File: src/rtl/idm_pkg.sv
package idm_pkg;
  localparam int unsigned BYTE_W = 8;
  localparam int unsigned POS_W  = $clog2(BYTE_W);

  typedef enum logic [1:0] {
    MODE_DIRECT   = 2'd0,
    MODE_INDIRECT = 2'd1,
    MODE_REG      = 2'd2,
    MODE_ALT_IND  = 2'd3
  } acc_mode_e;

  typedef enum logic [1:0] {
    BOP_READ  = 2'd0,
    BOP_SET   = 2'd1,
    BOP_CLR   = 2'd2,
    BOP_WRITE = 2'd3
  } bit_op_e;

  // Apply a single-bit operation to a byte; only position p may change.
  function automatic logic [BYTE_W-1:0] bit_apply(
    input logic [BYTE_W-1:0] b,
    input logic [POS_W-1:0]  p,
    input bit_op_e           op,
    input logic              v
  );
    logic [BYTE_W-1:0] r;
    r = b;
    case (op)
      BOP_SET:   r[p] = 1'b1;
      BOP_CLR:   r[p] = 1'b0;
      BOP_WRITE: r[p] = v;
      default:   r = b;
    endcase
    return r;
  endfunction

  function automatic logic op_modifies(input bit_op_e op);
    return op != BOP_READ;
  endfunction
endpackage

File: src/rtl/idm_byte_decode.sv
module idm_byte_decode
  import idm_pkg::*;
#(
  parameter int unsigned ADDR_W = 8,
  parameter int unsigned BANK_W = 2,
  parameter int unsigned IDX_W  = 3
) (
  input  logic [1:0]        mode_i,
  input  logic [ADDR_W-1:0] addr_i,
  input  logic [BANK_W-1:0] bank_i,
  output logic [ADDR_W-1:0] phys_o,
  output logic              to_sfr_o
);
  localparam int unsigned PAD_W = ADDR_W - BANK_W - IDX_W;

  acc_mode_e mode;
  assign mode = acc_mode_e'(mode_i);

  // Register slot: bank number above the index, zero above that.
  function automatic logic [ADDR_W-1:0] reg_slot(
    input logic [BANK_W-1:0] bank,
    input logic [IDX_W-1:0]  idx
  );
    return {{PAD_W{1'b0}}, bank, idx};
  endfunction

  always_comb begin
    to_sfr_o = (mode == MODE_DIRECT) && addr_i[ADDR_W-1];
    if (mode == MODE_REG) phys_o = reg_slot(bank_i, addr_i[IDX_W-1:0]);
    else                  phys_o = addr_i;
  end
endmodule

File: src/rtl/idm_bit_decode.sv
module idm_bit_decode
  import idm_pkg::*;
#(
  parameter int unsigned ADDR_W   = 8,
  parameter logic [7:0]  BIT_BASE = 8'h20
) (
  input  logic [ADDR_W-1:0] bit_addr_i,
  output logic [ADDR_W-1:0] byte_addr_o,
  output logic [POS_W-1:0]  pos_o,
  output logic              is_sfr_o
);
  localparam int unsigned IDX_W = ADDR_W - 1 - POS_W;

  function automatic logic [ADDR_W-1:0] ram_window(input logic [IDX_W-1:0] idx);
    return ADDR_W'(BIT_BASE) + {{(ADDR_W-IDX_W){1'b0}}, idx};
  endfunction

  function automatic logic [ADDR_W-1:0] sfr_aligned(input logic [ADDR_W-1:0] a);
    return {a[ADDR_W-1:POS_W], {POS_W{1'b0}}};
  endfunction

  always_comb begin
    is_sfr_o = bit_addr_i[ADDR_W-1];
    pos_o    = bit_addr_i[POS_W-1:0];
    if (is_sfr_o) byte_addr_o = sfr_aligned(bit_addr_i);
    else          byte_addr_o = ram_window(bit_addr_i[ADDR_W-2:POS_W]);
  end
endmodule

File: src/rtl/idm_bit_alu.sv
module idm_bit_alu
  import idm_pkg::*;
(
  input  logic [BYTE_W-1:0] old_i,
  input  logic [POS_W-1:0]  pos_i,
  input  logic [1:0]        op_i,
  input  logic              val_i,
  output logic [BYTE_W-1:0] new_o,
  output logic              old_bit_o,
  output logic              modifies_o
);
  bit_op_e op;
  assign op         = bit_op_e'(op_i);
  assign new_o      = bit_apply(old_i, pos_i, op, val_i);
  assign old_bit_o  = old_i[pos_i];
  assign modifies_o = op_modifies(op);
endmodule

File: src/rtl/idm_ram.sv
module idm_ram #(
  parameter int unsigned DEPTH = 256,
  parameter int unsigned WIDTH = 8,
  localparam int unsigned AW   = $clog2(DEPTH)
) (
  input  logic             clk,
  input  logic             rst_n,
  input  logic             a_we_i,
  input  logic [AW-1:0]    a_addr_i,
  input  logic [WIDTH-1:0] a_wdata_i,
  input  logic             rd_en_i,
  input  logic [AW-1:0]    rd_addr_i,
  output logic [WIDTH-1:0] rd_data_o,
  input  logic [AW-1:0]    pk_addr_i,
  output logic [WIDTH-1:0] pk_data_o,
  input  logic             b_we_i,
  input  logic [AW-1:0]    b_addr_i,
  input  logic [WIDTH-1:0] b_wdata_i
);
  logic [WIDTH-1:0] mem [DEPTH];

  always_ff @(posedge clk) begin
    if (a_we_i) mem[a_addr_i] <= a_wdata_i;
    if (b_we_i) mem[b_addr_i] <= b_wdata_i;
  end

  always_ff @(posedge clk or negedge rst_n) begin
    if (!rst_n)       rd_data_o <= '0;
    else if (rd_en_i) rd_data_o <= mem[rd_addr_i];
  end

  assign pk_data_o = mem[pk_addr_i];

  // the two write ports never aim at one byte in the same cycle
  dual_write_clash_chk: assert property (@(posedge clk) disable iff (!rst_n)
    (a_we_i && b_we_i) |-> (a_addr_i != b_addr_i));
endmodule

File: src/rtl/idata_mem.sv
module idata_mem
  import idm_pkg::*;
#(
  parameter int unsigned ADDR_W   = 8,
  parameter int unsigned BANK_W   = 2,
  parameter int unsigned IDX_W    = 3,
  parameter logic [7:0]  BIT_BASE = 8'h20
) (
  input  logic              clk,
  input  logic              rst_n,
  input  logic [1:0]        b_mode_i,
  input  logic [ADDR_W-1:0] b_addr_i,
  input  logic [BANK_W-1:0] bank_i,
  input  logic              b_rd_i,
  input  logic              b_wr_i,
  input  logic [BYTE_W-1:0] b_wdata_i,
  output logic [BYTE_W-1:0] b_rdata_o,
  input  logic              bit_req_i,
  input  logic [ADDR_W-1:0] bit_addr_i,
  input  logic [1:0]        bit_op_i,
  input  logic              bit_wdata_i,
  output logic              bit_rdata_o,
  output logic [ADDR_W-1:0] sfr_addr_o,
  output logic [BYTE_W-1:0] sfr_wdata_o,
  output logic              sfr_rd_o,
  output logic              sfr_wr_o,
  input  logic [BYTE_W-1:0] sfr_rdata_i,
  input  logic              sfr_present_i
);
  localparam int unsigned DEPTH     = 1 << ADDR_W;
  localparam int unsigned BANK_SPAN = (1 << BANK_W) * (1 << IDX_W);
  localparam int unsigned BIT_BYTES = (1 << (ADDR_W - 1)) / BYTE_W;

  // ---------------- byte port decode ----------------
  logic [ADDR_W-1:0] b_phys;
  logic              b_is_sfr;
  logic              byte_req, byte_sfr, byte_ram_wr, byte_ram_rd;

  idm_byte_decode #(.ADDR_W(ADDR_W), .BANK_W(BANK_W), .IDX_W(IDX_W)) u_bdec (
    .mode_i  (b_mode_i),
    .addr_i  (b_addr_i),
    .bank_i  (bank_i),
    .phys_o  (b_phys),
    .to_sfr_o(b_is_sfr)
  );

  assign byte_req    = b_rd_i | b_wr_i;
  assign byte_sfr    = byte_req & b_is_sfr;
  assign byte_ram_wr = b_wr_i & ~b_is_sfr;
  assign byte_ram_rd = b_rd_i & ~b_is_sfr;

  // ---------------- bit port decode ----------------
  logic [ADDR_W-1:0] bit_byte;
  logic [POS_W-1:0]  bit_pos;
  logic              bit_is_sfr;
  logic              bit_sfr_req, bit_dropped, bit_sfr_go, bit_ram_go;

  idm_bit_decode #(.ADDR_W(ADDR_W), .BIT_BASE(BIT_BASE)) u_xdec (
    .bit_addr_i (bit_addr_i),
    .byte_addr_o(bit_byte),
    .pos_o      (bit_pos),
    .is_sfr_o   (bit_is_sfr)
  );

  assign bit_sfr_req = bit_req_i & bit_is_sfr;
  assign bit_dropped = bit_sfr_req & byte_sfr;   // byte port owns the bus
  assign bit_sfr_go  = bit_sfr_req & ~byte_sfr;
  assign bit_ram_go  = bit_req_i & ~bit_is_sfr;

  // ---------------- register bus ----------------
  logic [BYTE_W-1:0] sfr_rd_safe;
  logic [BYTE_W-1:0] bit_old, bit_new, ram_peek;
  logic              bit_old_bit, bit_mod;

  assign sfr_rd_safe = sfr_present_i ? sfr_rdata_i : '0;

  always_comb begin
    if (byte_sfr) begin
      sfr_addr_o  = b_addr_i;
      sfr_wdata_o = b_wdata_i;
      sfr_rd_o    = b_rd_i;
      sfr_wr_o    = b_wr_i & sfr_present_i;
    end else if (bit_sfr_go) begin
      sfr_addr_o  = bit_byte;
      sfr_wdata_o = bit_new;
      sfr_rd_o    = 1'b1;
      sfr_wr_o    = bit_mod & sfr_present_i;
    end else begin
      sfr_addr_o  = '0;
      sfr_wdata_o = '0;
      sfr_rd_o    = 1'b0;
      sfr_wr_o    = 1'b0;
    end
  end

  // ---------------- bit read-modify-write ----------------
  assign bit_old = bit_is_sfr ? sfr_rd_safe : ram_peek;

  idm_bit_alu u_alu (
    .old_i     (bit_old),
    .pos_i     (bit_pos),
    .op_i      (bit_op_i),
    .val_i     (bit_wdata_i),
    .new_o     (bit_new),
    .old_bit_o (bit_old_bit),
    .modifies_o(bit_mod)
  );

  // ---------------- RAM ----------------
  logic [BYTE_W-1:0] ram_rdata;

  idm_ram #(.DEPTH(DEPTH), .WIDTH(BYTE_W)) u_ram (
    .clk      (clk),
    .rst_n    (rst_n),
    .a_we_i   (byte_ram_wr),
    .a_addr_i (b_phys),
    .a_wdata_i(b_wdata_i),
    .rd_en_i  (byte_ram_rd),
    .rd_addr_i(b_phys),
    .rd_data_o(ram_rdata),
    .pk_addr_i(bit_byte),
    .pk_data_o(ram_peek),
    .b_we_i   (bit_ram_go & bit_mod),
    .b_addr_i (bit_byte),
    .b_wdata_i(bit_new)
  );

  // ---------------- read-data registers ----------------
  logic              rd_from_sfr_q;
  logic [BYTE_W-1:0] sfr_q;
  logic              bit_q;

  always_ff @(posedge clk or negedge rst_n) begin
    if (!rst_n) begin
      rd_from_sfr_q <= 1'b0;
      sfr_q         <= '0;
      bit_q         <= 1'b0;
    end else begin
      if (b_rd_i) begin
        rd_from_sfr_q <= b_is_sfr;
        if (b_is_sfr) sfr_q <= sfr_rd_safe;
      end
      if (bit_req_i) bit_q <= bit_dropped ? 1'b0 : bit_old_bit;
    end
  end

  assign b_rdata_o   = rd_from_sfr_q ? sfr_q : ram_rdata;
  assign bit_rdata_o = bit_q;

  // ---------------- assertions ----------------

  sfr_route_chk: assert property (@(posedge clk) disable iff (!rst_n)
    byte_sfr |-> (sfr_addr_o == b_addr_i) && (sfr_rd_o == b_rd_i) && !byte_ram_wr);


  indirect_no_sfr_chk: assert property (@(posedge clk) disable iff (!rst_n)
    (byte_req && b_mode_i == MODE_INDIRECT && !bit_sfr_req) |-> !sfr_rd_o && !sfr_wr_o);


  reg_bank_range_chk: assert property (@(posedge clk) disable iff (!rst_n)
    (byte_req && b_mode_i == MODE_REG) |-> (b_phys < ADDR_W'(BANK_SPAN)));


  bit_window_chk: assert property (@(posedge clk) disable iff (!rst_n)
    (bit_req_i && !bit_addr_i[ADDR_W-1]) |->
      (bit_byte >= ADDR_W'(BIT_BASE)) && (bit_byte < ADDR_W'(BIT_BASE) + ADDR_W'(BIT_BYTES)));


  bit_one_change_chk: assert property (@(posedge clk) disable iff (!rst_n)
    (bit_req_i && !bit_dropped) |-> ($countones(bit_old ^ bit_new) <= 1));


  absent_read_zero_chk: assert property (@(posedge clk) disable iff (!rst_n)
    (b_rd_i && b_is_sfr && !sfr_present_i) |=> (b_rdata_o == '0));


  absent_no_write_chk: assert property (@(posedge clk) disable iff (!rst_n)
    !sfr_present_i |-> !sfr_wr_o);


  bit_yield_chk: assert property (@(posedge clk) disable iff (!rst_n)
    bit_dropped |=> (bit_rdata_o == 1'b0));


  idle_quiet_chk: assert property (@(posedge clk) disable iff (!rst_n)
    (!byte_req && !bit_req_i) |-> !sfr_rd_o && !sfr_wr_o);
endmodule

File: config.mk
export PLATFORM = sky130hd
export DESIGN_NAME = idata_mem
export DESIGN_NICKNAME = d
export VERILOG_FILES = /design/src/rtl/idm_pkg.sv /design/src/rtl/idm_byte_decode.sv /design/src/rtl/idm_bit_decode.sv /design/src/rtl/idm_bit_alu.sv /design/src/rtl/idm_ram.sv /design/src/rtl/idata_mem.sv
export SDC_FILE = /design/constraint.sdc
export NUM_CORES = 2
export LEC_CHECK = 0
export BUFFER_PORTS_ARGS = -buffer_cell sky130_fd_sc_hd__buf_2
export CORE_MARGIN = 4
export CORE_UTILIZATION = 59
export DETAILED_ROUTE_END_ITERATION = 8
export GPL_TIMING_DRIVEN = 1
export HOLD_SLACK_MARGIN = 0.06
export PLACE_DENSITY = 0.76
export SETUP_SLACK_MARGIN = 0.5
export SYNTH_ARGS = -nofsm -noshare
export SYNTH_HDL_FRONTEND = slang
export SYNTH_SLANG_ARGS = --single-unit
File: constraint.sdc
create_clock -name clk -period 3 [get_ports clk]
set_input_delay 0.15 -clock clk [delete_from_list [all_inputs] [get_ports clk]]
set_output_delay 0.15 -clock clk [all_outputs]
set_load 0.02 [all_outputs]
Yosys cells after proc, flatten, opt, wreduce, memory -nomap -nowiden
Memory sizes are Yosys's and may differ from the RTL's. A register that Yosys moved wholly into a read port is not among the register bits. Index checks and enable logic that the tools add are counted.

Bits in registers: 10. RAM bits: 2048. Output and inout bits: 27. Word-level logic and storage cells: 58. Memories: 1.

Add/subtract/negate cells: 1. Order comparisons: 2. Eq/ne operators: 4. Multiplexer cells: 24. Bitwise logic cells: 17. Reductions and logical operators: 6.

Memories: u_ram.mem (words 256, width 8, rd ports 2, clocked after memory_dff 1, write ports 2, line idm_ram.sv:20) `logic [WIDTH-1:0] mem [DEPTH];`.

Operators by type and width (count): $mux W8 (9); $pmux W8 S3 (1); $mux W1 (11); $and A1 B1 Y1 (10); $and A8 B8 Y8 (1); $bwmux W8 (1); $not A8 Y8 (1); $or A8 B8 Y8 (1); $add A6 B4 Y7 const A (1); $eq A2 B2 Y1 const B (3); $lt A3 B4 Y1 const B (1); $bmux W1 S3 (1); $demux W1 S3 (1); $ge A3 B1 Y1 const B (1); $not A1 Y1 (3); $eq A2 B1 Y1 const B (1); $logic_and A1 B1 Y1 (2); $logic_not A2 Y1 (1); $reduce_and A2 Y1 (1); $reduce_bool A2 Y1 (1); $logic_not A1 Y1 (1); $or A1 B1 Y1 (1).

Logic depth before layout (Yosys ltp)
Word-level depth: 9. Depth in mapped cells: 14.

Modules after synthesis
Synthesis repeated with hierarchy kept, for this count alone.

Cells, all modules: 8086. Area total of the unflattened synthesis: 123731.2 µm².

Modules (own cells, without submodules): idm_ram (times used 1, cells an instance 7916, area each 122180.9 µm², sequential area each 61699.2 µm²); idata_mem (times used 1, cells an instance 113, area each 1056.0 µm², sequential area each 250.2 µm²); idm_bit_alu (times used 1, cells an instance 35, area each 297.8 µm², sequential area each 0.0 µm²); idm_bit_decode (times used 1, cells an instance 12, area each 100.1 µm², sequential area each 0.0 µm²); idm_byte_decode (times used 1, cells an instance 10, area each 96.3 µm², sequential area each 0.0 µm²).

Worst setup path after synthesis
OpenSTA, ideal clock, no wires.

Path type: input to register. Start: in b_addr_i[0]. End: mem u_ram.mem[40][0] (enable). Setup time: 384 ps. Data arrival time: 2471 ps. Setup slack: 145 ps. Stages on the path: 11. Path buffers: 7. Path through: buf_6 -> buf_6 -> buf_6 -> buf_6 -> buf_4 -> buf_4 -> or2_2 -> buf_2 -> nor2_1 -> nand2_1 -> o21ai_0.

RTL lines: start, declared (line idata_mem.sv:12) `input logic [ADDR_W-1:0] b_addr_i,`; end, declared (line idm_ram.sv:20).

==> impl_metrics.toml <==
[run_status]
violations = "setup timing"
status = "complete, but fails checks"

[critical_path]
crit_fanout = 2
crit_path_max_incr_delay_ns = 0.49
cpMaxStageDelayCell = "mux4_2"
worst_ep_required_time_ns = 2.85
path_cells = "or2_4 > mux4_2 > o221ai_2 > or3_4 > a22oi_2 > a21oi_2 > buf_4 > o21ai_2 > buf_6"
crit_type = "flip-flop to output port"
path_buf_inv = 2
arrival_ns = 2.94
critPathTopFamily = "multiplexers"
startpoint_type = "flip-flop"
cp-end-kind = "output port"

[detailed_routing]
drt_iter0_markers = 7861
via_count = 47200
maxUsedRoutingLayer = "met5"
ant_nets = 0
dr_wl_met2_mm = 110
drt-wirelength-per-cell_um = 33.2
m1WireLength_mm = 82.3
viasPerCell = 6.68
firstDrtPassIters = 6
drc = 0
wirelength_mm = 235
met3_length_mm = 29.8

[global_route]
grt_pass1_vias = 46800
grt_pass1_wl_mm = 339
overflow = 0
grt_use_total_pct = 29.2
antenna_found_initial = 7
grt_max_degree = 129

[timing]
skew_ns = 0.0524
tightest_slew_ns = 1.29
fmax_mhz = 324
setup_ws_ns = -0.0871
rsz0062_at_grt = "yes"
hold_violations = 0
fin_crit_sh_pct = 103
layout_min_cycle_time_ns = 3.09
relSlewSlack_pct = 13.4
setup_viol = 2
drv_slew = 0

[die]
ios = 72
dieHeight_um = 402
fp.coreArea_mm2 = 0.154
dieArea_mm2 = 0.162
die_w_um = 402
start_util_pct = 59.4
rows = 144

[final_layout]
area_growth_syn_to_layout_pct = 8.29
drive_above_1_share_pct = 35.3
nFillCells = 9877
register_area_mm2 = 0.0619
fin_cells = 7067
nets = 4890
multi_input_area_mm2 = 0.0213

[power_and_ir_drop]
fin_total_pwr_w = 0.0628
peakVddDrop_mv = 0.578
leakage_nw = 32.2
p_per_area_mw_per_mm2 = 633

[yosys]
syn_area_mm2 = 0.0916
syn_avg_cell_area_um2 = 14.4
synth_nets = 6428
yosys.area.top_type_share_pct = 67.1
ys.flop_type = "edfxtp_1"
synth_edf_count = 2048
ys_types = 68
synth_area_leader_cell = "edfxtp_1"
synth.area.top_cells = "edfxtp_1 (67%), mux4_2 (14%), clkbuf_1 (9.3%), nand2_1 (1.4%), nor2_1 (1.3%)"
yosysMostFrequentCell = "clkbuf_1"
synth.top_cells.by_count = "clkbuf_1 (2261), edfxtp_1 (2048), mux4_2 (583)"
synthArstFlopShare_pct = 0.871
yosysWarnings = 0
netlist_instances = 6383
ys_seq_area_share_pct = 67.6
synth.ff_latch_count = 2066

[run]
drv_cap = 0

[clock_tree]
cts.clk_slew.worst_paths_ns = 0.07
clock-sinks = 2066
cts_buffers = 198
cts_tree = "yes"
clockBufferDepth = 3
cts-root-buf = "clkbuf_16"
clock_latency_ns = 0.86
cts_max_level = 4

[min_path]
hold_class = "primary input to flip-flop"

[placed_design]
gp_congestion = 0.958
dpl.cell_count = 6626
io_buffers = 71
dp_slack_ns = -0.599
dp_hpwl_mm = 151
## routing by layer
layer,up-vias,track usage [%]
met2,3621,44.6
met4,4,13.3
met1,24300,40.3
met5,-,0
met3,664,7.34
li1,18600,-
## cell type report
class,instances,area share [%]
flip-flops and latches,2066,62.4
multi-input cells,1896,21.5
repair buffers,671,6.43
clock buffers,232,5.17
well taps,2044,2.58
clock inverters,142,1.82
inverters,12,0.0454
diodes,4,0.0101
## metrics by stage
| stage | cell area [um2] | hold WS [ns] | TNS [ns] | utilization [%] |
|---|---|---|---|---|
| floorplan | 92300 | -0.146 | 0 | - |
| global placement | 91100 | 0.147 | -36.95 | 59.1 |
| detailed placement | 91100 | 0.147 | -40.21 | 59.1 |
| CTS | 98900 | 0.0623 | -0.208 | 64.1 |
| global route | 99200 | 0.120 | -0.362 | 64.3 |
| finish | 99200 | 0.135 | -0.131 | 64.3 |
## worst reg2reg max path: stages (launching register included)
cell      delay, ns
edfxtp_1       0.43
mux4_2         0.56
mux4_2         0.57
a32oi_2        0.22
buf_4          0.17
nand4_1        0.33
o32a_1         0.42
## report_power, final
group | total [W] | internal, W | switching, W
Combinational | 0.00461 | 0.00183 | 0.00278
Sequential | 0.0319 | 0.0318 | 0.0000986
Clock | 0.0263 | 0.0150 | 0.0113
Total | 0.0628 | 0.0486 | 0.0142
## cell families (layout without fill, tap and decap cells)
logic type | Yosys count | in the layout | synth area share, %
buffers and inverters | 2421 | 1057 | 10.4
other | 0 | 4 | 0
DFF | 2066 | 2066 | 67.6
and+or+nand+nor | 803 | 803 | 3.63
muxes | 713 | 713 | 15.8
AOI/OAI and AO/OA | 380 | 380 | 2.58
## layout by cell type (no fill, tap or decap), types with 30 or more instances in the layout
cell	instances
clkbuf_16	199
nor2_1	213
mux2i_1	103
a21oi_1	53
dlygate4sd3_1	35
nand2_1	331
nor2_4	72
buf_12	100
o22ai_1	30
buf_2	54
clkinv_2	43
buf_4	457
nor2_2	35
mux4_2	583
edfxtp_1	2048
o21ai_0	110
## state kept, by name, indices dropped and copies added, names as in the netlist
name             flops
bit_rdata_o          1
rd_from_sfr_q        1
sfr_q                8
u_ram.mem         2048
u_ram.rd_data_o      8
## what timing repair did
action / CTS / global route
gates cloned: 0 / 1
hold buffers: 36 / 0
pin swaps: 31 / 45
resized for setup: 75 / 73
endpoints found under the setup margin: 50 / 48
hold endpoints to repair: 482 / 0
setup buffers: 20 / 6
## final timing paths
kind | startpoint | end | slack (ns) | depth (start not counted)
setup / recovery | u_ram.mem[41][6] | sfr_wdata_o[6] | -0.09 | 9
hold / removal | bank_i[1] | u_ram.rd_data_o[2] | 0.14 | 5
setup reg to reg | u_ram.mem[45][6] | u_ram.rd_data_o[6] | 0.20 | 6
hold reg to reg | sfr_q[3] | sfr_q[3] | 0.49 | 2
max in group asynchronous | rst_n | sfr_q[2] | 1.75 | 3
min in group asynchronous | rst_n | bit_rdata_o | 0.58 | 3
No activity file was read; power rests on OpenSTA's default activity.
